$ cat src/rtl/hirq_pkg.sv
package hirq_pkg;

   typedef enum logic [2:0] {
      RA_MASK = 3'd0,
      RA_MSET = 3'd1,
      RA_MCLR = 3'd2,
      RA_PEEK = 3'd3,
      RA_TAKE = 3'd4,
      RA_ACK  = 3'd5,
      RA_CFG  = 3'd6,
      RA_NONE = 3'd7
   } hirq_addr_e;

   localparam int CFG_W       = 2;
   localparam int CFG_EN_BIT  = 0;
   localparam int CFG_LOW_BIT = 1;

   // level presented on the line for a given pending state and configuration
   function automatic logic hirq_level(input logic pend, input logic en, input logic low);
      return en ? (pend ^ low) : low;
   endfunction

endpackage

$ cat src/rtl/hirq_status.sv
module hirq_status #(
   parameter int              NSRC     = 16,
   parameter logic [NSRC-1:0] SRC_IMPL = '1
) (
   input  logic            clk,
   input  logic            rst_n,
   input  logic [NSRC-1:0] src,
   input  logic [NSRC-1:0] clr,
   output logic [NSRC-1:0] stat
);

   logic [NSRC-1:0] src_q;
   logic [NSRC-1:0] rise;

   always_ff @(posedge clk) begin
      if (!rst_n) src_q <= '0;
      else        src_q <= src;
   end

   assign rise = src & ~src_q;

   for (genvar i = 0; i < NSRC; i++) begin : g_bit
      if (SRC_IMPL[i]) begin : g_live
         // edge wins over a clear arriving on the same edge
         always_ff @(posedge clk) begin
            if (!rst_n) stat[i] <= 1'b0;
            else        stat[i] <= (stat[i] & ~clr[i]) | rise[i];
         end
      end else begin : g_resv
         logic unused_bit;
         assign unused_bit = rise[i] ^ clr[i];
         assign stat[i]    = 1'b0;
      end
   end

endmodule

$ cat src/rtl/hirq_regs.sv
module hirq_regs
   import hirq_pkg::*;
#(
   parameter int               NSRC     = 16,
   parameter int               DW       = 32,
   parameter logic [NSRC-1:0]  MASK_RST = 16'h0001,
   parameter logic [CFG_W-1:0] CFG_RST  = 2'b01
) (
   input  logic             clk,
   input  logic             rst_n,
   input  logic             wr_en,
   input  logic             rd_en,
   input  logic [2:0]       addr,
   input  logic [DW-1:0]    wdata,
   input  logic [NSRC-1:0]  stat,
   output logic [NSRC-1:0]  mask,
   output logic [CFG_W-1:0] cfg,
   output logic [NSRC-1:0]  clr,
   output logic [DW-1:0]    rdata
);

   localparam int PAD_S = DW - NSRC;
   localparam int PAD_C = DW - CFG_W;

   hirq_addr_e      sel;
   logic [NSRC-1:0] wlo;
   logic [DW-1:0]   rd_mux;
   logic            unused_wd;

   assign sel       = hirq_addr_e'(addr);
   assign wlo       = wdata[NSRC-1:0];
   assign unused_wd = ^wdata[DW-1:NSRC];

   // clear request towards the status bank
   always_comb begin
      clr = '0;
      if (rd_en && sel == RA_TAKE) clr = '1;
      if (wr_en && sel == RA_ACK)  clr = clr | wlo;
   end

   always_comb begin
      case (sel)
         RA_MASK: rd_mux = {{PAD_S{1'b0}}, mask};
         RA_PEEK: rd_mux = {{PAD_S{1'b0}}, stat};
         RA_TAKE: rd_mux = {{PAD_S{1'b0}}, stat};
         RA_CFG:  rd_mux = {{PAD_C{1'b0}}, cfg};
         default: rd_mux = '0;
      endcase
   end

   always_ff @(posedge clk) begin
      if (!rst_n) begin
         mask  <= MASK_RST;
         cfg   <= CFG_RST;
         rdata <= '0;
      end else begin
         if (wr_en) begin
            case (sel)
               RA_MASK: mask <= wlo;
               RA_MSET: mask <= mask | wlo;
               RA_MCLR: mask <= mask & ~wlo;
               RA_CFG:  cfg  <= wdata[CFG_W-1:0];
               default: ;
            endcase
         end
         if (rd_en) rdata <= rd_mux;
      end
   end

endmodule

$ cat src/rtl/hirq_drive.sv
module hirq_drive
   import hirq_pkg::*;
#(
   parameter int   NSRC     = 16,
   parameter bit   REG_OUT  = 1'b0,
   parameter logic IDLE_RST = 1'b0
) (
   input  logic            clk,
   input  logic            rst_n,
   input  logic [NSRC-1:0] stat,
   input  logic [NSRC-1:0] mask,
   input  logic            en,
   input  logic            low,
   output logic            irq
);

   logic pend;
   logic lvl;

   assign pend = |(stat & ~mask);
   assign lvl  = hirq_level(pend, en, low);

   if (REG_OUT) begin : g_flop
      always_ff @(posedge clk) begin
         if (!rst_n) irq <= IDLE_RST;
         else        irq <= lvl;
      end
   end else begin : g_comb
      logic unused_clk;
      assign unused_clk = clk ^ rst_n;
      assign irq        = lvl;
   end

endmodule

$ cat src/rtl/hirq_ctrl.sv
module hirq_ctrl
   import hirq_pkg::*;
#(
   parameter int               NSRC     = 16,
   parameter int               DW       = 32,
   parameter logic [NSRC-1:0]  SRC_IMPL = 16'h47FF,
   parameter logic [NSRC-1:0]  MASK_RST = 16'h0001,
   parameter logic [CFG_W-1:0] CFG_RST  = 2'b01,
   parameter bit               REG_OUT  = 1'b0
) (
   input  logic            clk,
   input  logic            rst_n,
   input  logic            wr_en,
   input  logic            rd_en,
   input  logic [2:0]      addr,
   input  logic [DW-1:0]   wdata,
   output logic [DW-1:0]   rdata,
   input  logic [NSRC-1:0] src,
   output logic            irq
);

   if (NSRC < 2 || NSRC >= DW) begin : g_bad_width
      $error("hirq_ctrl: NSRC must be at least 2 and below DW");
   end
   if (SRC_IMPL == '0) begin : g_bad_map
      $error("hirq_ctrl: SRC_IMPL selects no event line");
   end

   logic [NSRC-1:0]  stat_q;
   logic [NSRC-1:0]  mask_q;
   logic [NSRC-1:0]  clr_v;
   logic [CFG_W-1:0] cfg_q;

   hirq_status #(
      .NSRC     (NSRC),
      .SRC_IMPL (SRC_IMPL)
   ) u_status (
      .clk   (clk),
      .rst_n (rst_n),
      .src   (src),
      .clr   (clr_v),
      .stat  (stat_q)
   );

   hirq_regs #(
      .NSRC     (NSRC),
      .DW       (DW),
      .MASK_RST (MASK_RST),
      .CFG_RST  (CFG_RST)
   ) u_regs (
      .clk   (clk),
      .rst_n (rst_n),
      .wr_en (wr_en),
      .rd_en (rd_en),
      .addr  (addr),
      .wdata (wdata),
      .stat  (stat_q),
      .mask  (mask_q),
      .cfg   (cfg_q),
      .clr   (clr_v),
      .rdata (rdata)
   );

   hirq_drive #(
      .NSRC     (NSRC),
      .REG_OUT  (REG_OUT),
      .IDLE_RST (CFG_RST[CFG_LOW_BIT])
   ) u_drive (
      .clk   (clk),
      .rst_n (rst_n),
      .stat  (stat_q),
      .mask  (mask_q),
      .en    (cfg_q[CFG_EN_BIT]),
      .low   (cfg_q[CFG_LOW_BIT]),
      .irq   (irq)
   );

endmodule

$ cat config.mk
export PLATFORM = sky130hd
export DESIGN_NAME = hirq_ctrl
export DESIGN_NICKNAME = d
export VERILOG_FILES = /design/src/rtl/hirq_pkg.sv /design/src/rtl/hirq_status.sv /design/src/rtl/hirq_regs.sv /design/src/rtl/hirq_drive.sv /design/src/rtl/hirq_ctrl.sv
export SDC_FILE = /design/constraint.sdc
export NUM_CORES = 1
export LEC_CHECK = 0
export CORE_MARGIN = 3
export CORE_UTILIZATION = 50
export DETAILED_ROUTE_END_ITERATION = 8
export PLACE_DENSITY = 0.88
export SLEW_MARGIN = 10
export SYNTH_ARGS = -nofsm -noshare
export SYNTH_HDL_FRONTEND = slang
export SYNTH_HIERARCHICAL = 1
export SYNTH_SLANG_ARGS = --single-unit
export TNS_END_PERCENT = 30
$ cat constraint.sdc
create_clock -name clk -period 3.82 [get_ports clk]
set_input_delay 0.382 -clock clk [delete_from_list [all_inputs] [get_ports clk]]
set_output_delay 0.382 -clock clk [all_outputs]
set_load 0.005 [all_outputs]
==> results.toml <==
[floorplan]
dieHeight_microns = 85.9
floorplan.die.width_microns = 85.9
coreArea_sq_um = 6060
num_io_pins = 88
initial_utilization_pct = 52.6
floorplan.die_area_sq_um = 7370
rows = 28

[logic_synthesis]
syn-mean-instance-area_sq_um = 8.64
post_synth_inst_count = 369
netlist_area_sq_um = 3190
yosys_warnings = 6

[sta]
post-route-min-period_ns = 2.80
report.final.hold_viol_count = 0
final.setup_skew_ns = 0.00481
drv_slew = 0
final.period_utilization_pct = 73.2
slew_headroom_pct = 29.1
rsz0062_at_grt = "false"
maxClockFrequency_mhz = 358
timing.setup.tns_ns = 0
timing.final.setup_violations = 0
actual_transition_at_the_worst_max_transition_pin_ns = 1.06

[global_route]
grt.overflow.total = 0
first_global_vias = 2423
grt_util_all_layers_pct = 19.2
antenna_violations_before_repair = 0
wire_length_of_the_first_global_routing_pass_mm = 11.2
grt_max_degree = 74

[setup_path]
crit_path_kind = "flop to output port"
r2r_slack_ns = 2.77
critical_path.startpoint_type = "flop"
critPathArrivalTime_ns = 2.41
critical_path.reg2reg.endpoint = "u_regs/rdata[0]"
timing.critical_path.to_type = "output port"
worst-r2r-cell-count = 3
worst_r2r_startpoint = "u_status/stat[0]"
worstPathRequired_ns = 3.44
worst-path-max-fanout = 4

[power_and_ir_drop]
switchingPower_mw = 0.366
power.sequential.fraction_pct = 44.3
totalPowerFinal_mw = 1.50
power.density_cell_area_nw_per_um2 = 397
cellLeakagePower_nw = 1.55
share_clk_of_total_power_pct = 41.3
internal-power_mw = 1.13
vdd_ir_drop_max_v = 0.000282
sw_frac_of_total_pct = 24.5
comb_power_share_pct = 14.4

[routing]
first_iteration_detailed_routing_drc_count = 231
post_dr_wirelength_cell_microns = 14.6
number_of_design_rule_violations_left_after_detail_routing = 0
viasPerCell = 5.45
vias_after_detailed_routing = 2627
drt_pass1_iterations = 5
ant_nets = 0
wirelength_mm = 7.04

[placed_design]
detail_placement_hpwl_mm = 4.76
routability_congestion_estimate = 0.843
count_of_input_and_output_buffers = 51
placedCellCount = 466

[worst_hold_path]
hold_class = "flop to flop"
hold-path-cell-count = 2
timing.hold.worst_endpoint = "u_status/stat[10]"
hold_path_startpoint = "u_status/src_q[10]"

[layout]
area.sequential_sq_um = 1160
final-instance-count-excl-fill = 482
nets = 457
area_growth_pct = 18.2
antenna-diode-count = 0
multi_input_area_sq_um = 1670
mostFrequentLayoutCell = "sky130_fd_sc_hd__dfxtp_1"
fillerInstances = 528
layout_common_cells = "sky130_fd_sc_hd__dfxtp_1, sky130_fd_sc_hd__clkdlybuf4s50_1, sky130_fd_sc_hd__nand2_1, sky130_fd_sc_hd__a31oi_1"
drive_above_1_share_pct = 13.3

[clock_tree]
ctsHtreeMaxLevel = 3
cts_max_path_buffers = 2
num_clock_sinks = 58
cts_tree = "done"
post_cts.repair.setup_buffers = 0
cts_hold_buf = 0
cts_made_buffers = 9
post_cts_resize_count = 0
clkSlewWorstSetupHoldPaths_ns = 0.06
cts-root-buf = "sky130_fd_sc_hd__clkbuf_8"
clk_latency_ns = 0.33

[flow_run]
max-cap-violations = 0

[status]
run_status = "completed"
worst max-delay path by stage:
stage | from | to | slack (ns) | cells after the start
after global routing | u_status/stat[10] | irq | 0.94 | 6
after global placement | addr[2] | u_regs/mask[0] | 1.23 | 4
final | u_status/stat[10] | irq | 1.02 | 6
after CTS | u_status/stat[10] | irq | 1.0 | 6
after floorplan | u_status/stat[10] | irq | 2.02 | 5
after detailed placement | addr[2] | u_regs/mask[0] | 1.15 | 4
area by class of cell:
cell class | instances | share of cell area [%]
inverters | 27 | 2.69
flip-flops and latches | 58 | 30.8
multi-input cells | 251 | 44.2
clock inverters | 5 | 2.06
clock buffers | 11 | 3.75
repair buffers | 55 | 14.1
well taps | 75 | 2.49
critical path: stages (launching register included):
cell and delay [ns]:
sky130_fd_sc_hd__dfxtp_1 0.35, sky130_fd_sc_hd__nor2b_4 0.15, sky130_fd_sc_hd__a2111oi_4 0.32, sky130_fd_sc_hd__o2111ai_1 0.18, sky130_fd_sc_hd__o41ai_2 0.42, sky130_fd_sc_hd__xnor2_1 0.16, sky130_fd_sc_hd__clkdlybuf4s50_1 0.51
through the flow:
step,util (%),area [sq um],hold WS [ns],setup slack (ns)
2_1_floorplan,-,3260,0.454,2.02
6_report,62.2,3770,0.485,1.02
5_1_grt,62.2,3770,0.502,0.945
3_5_place_dp,58.6,3550,0.477,1.15
4_1_cts,62.2,3770,0.487,0.998
3_3_place_gp,58.6,3550,0.470,1.23
per-layer routing:
layer | wire length, microns | global-route usage (%) | vias up
li1 | - | - | 1312
met1 | 3150 | 24.3 | 1200
met2 | 3320 | 31.3 | 101
met3 | 454 | 3.36 | 14
met4 | 119 | 9.64 | 0
met5 | 0 | 0 | -
sequential cells by signal, indices dropped and copies added, names as in the netlist:
register / flops
u_regs/cfg: 2
u_regs/mask: 16
u_regs/rdata: 16
u_status/src_q: 12
u_status/stat: 12
power by group through the flow:
stage                     combinational, mW  sequential, mW  clock, mW
final                                 0.216           0.663      0.618
after global routing                  0.236           0.666      0.654
after CTS                             0.214           0.662      0.628
after detailed placement              0.213           0.675          0
after global placement                0.207           0.673          0
after floorplan                       0.151           0.668          0
Power figures use the tool's default switching activity.
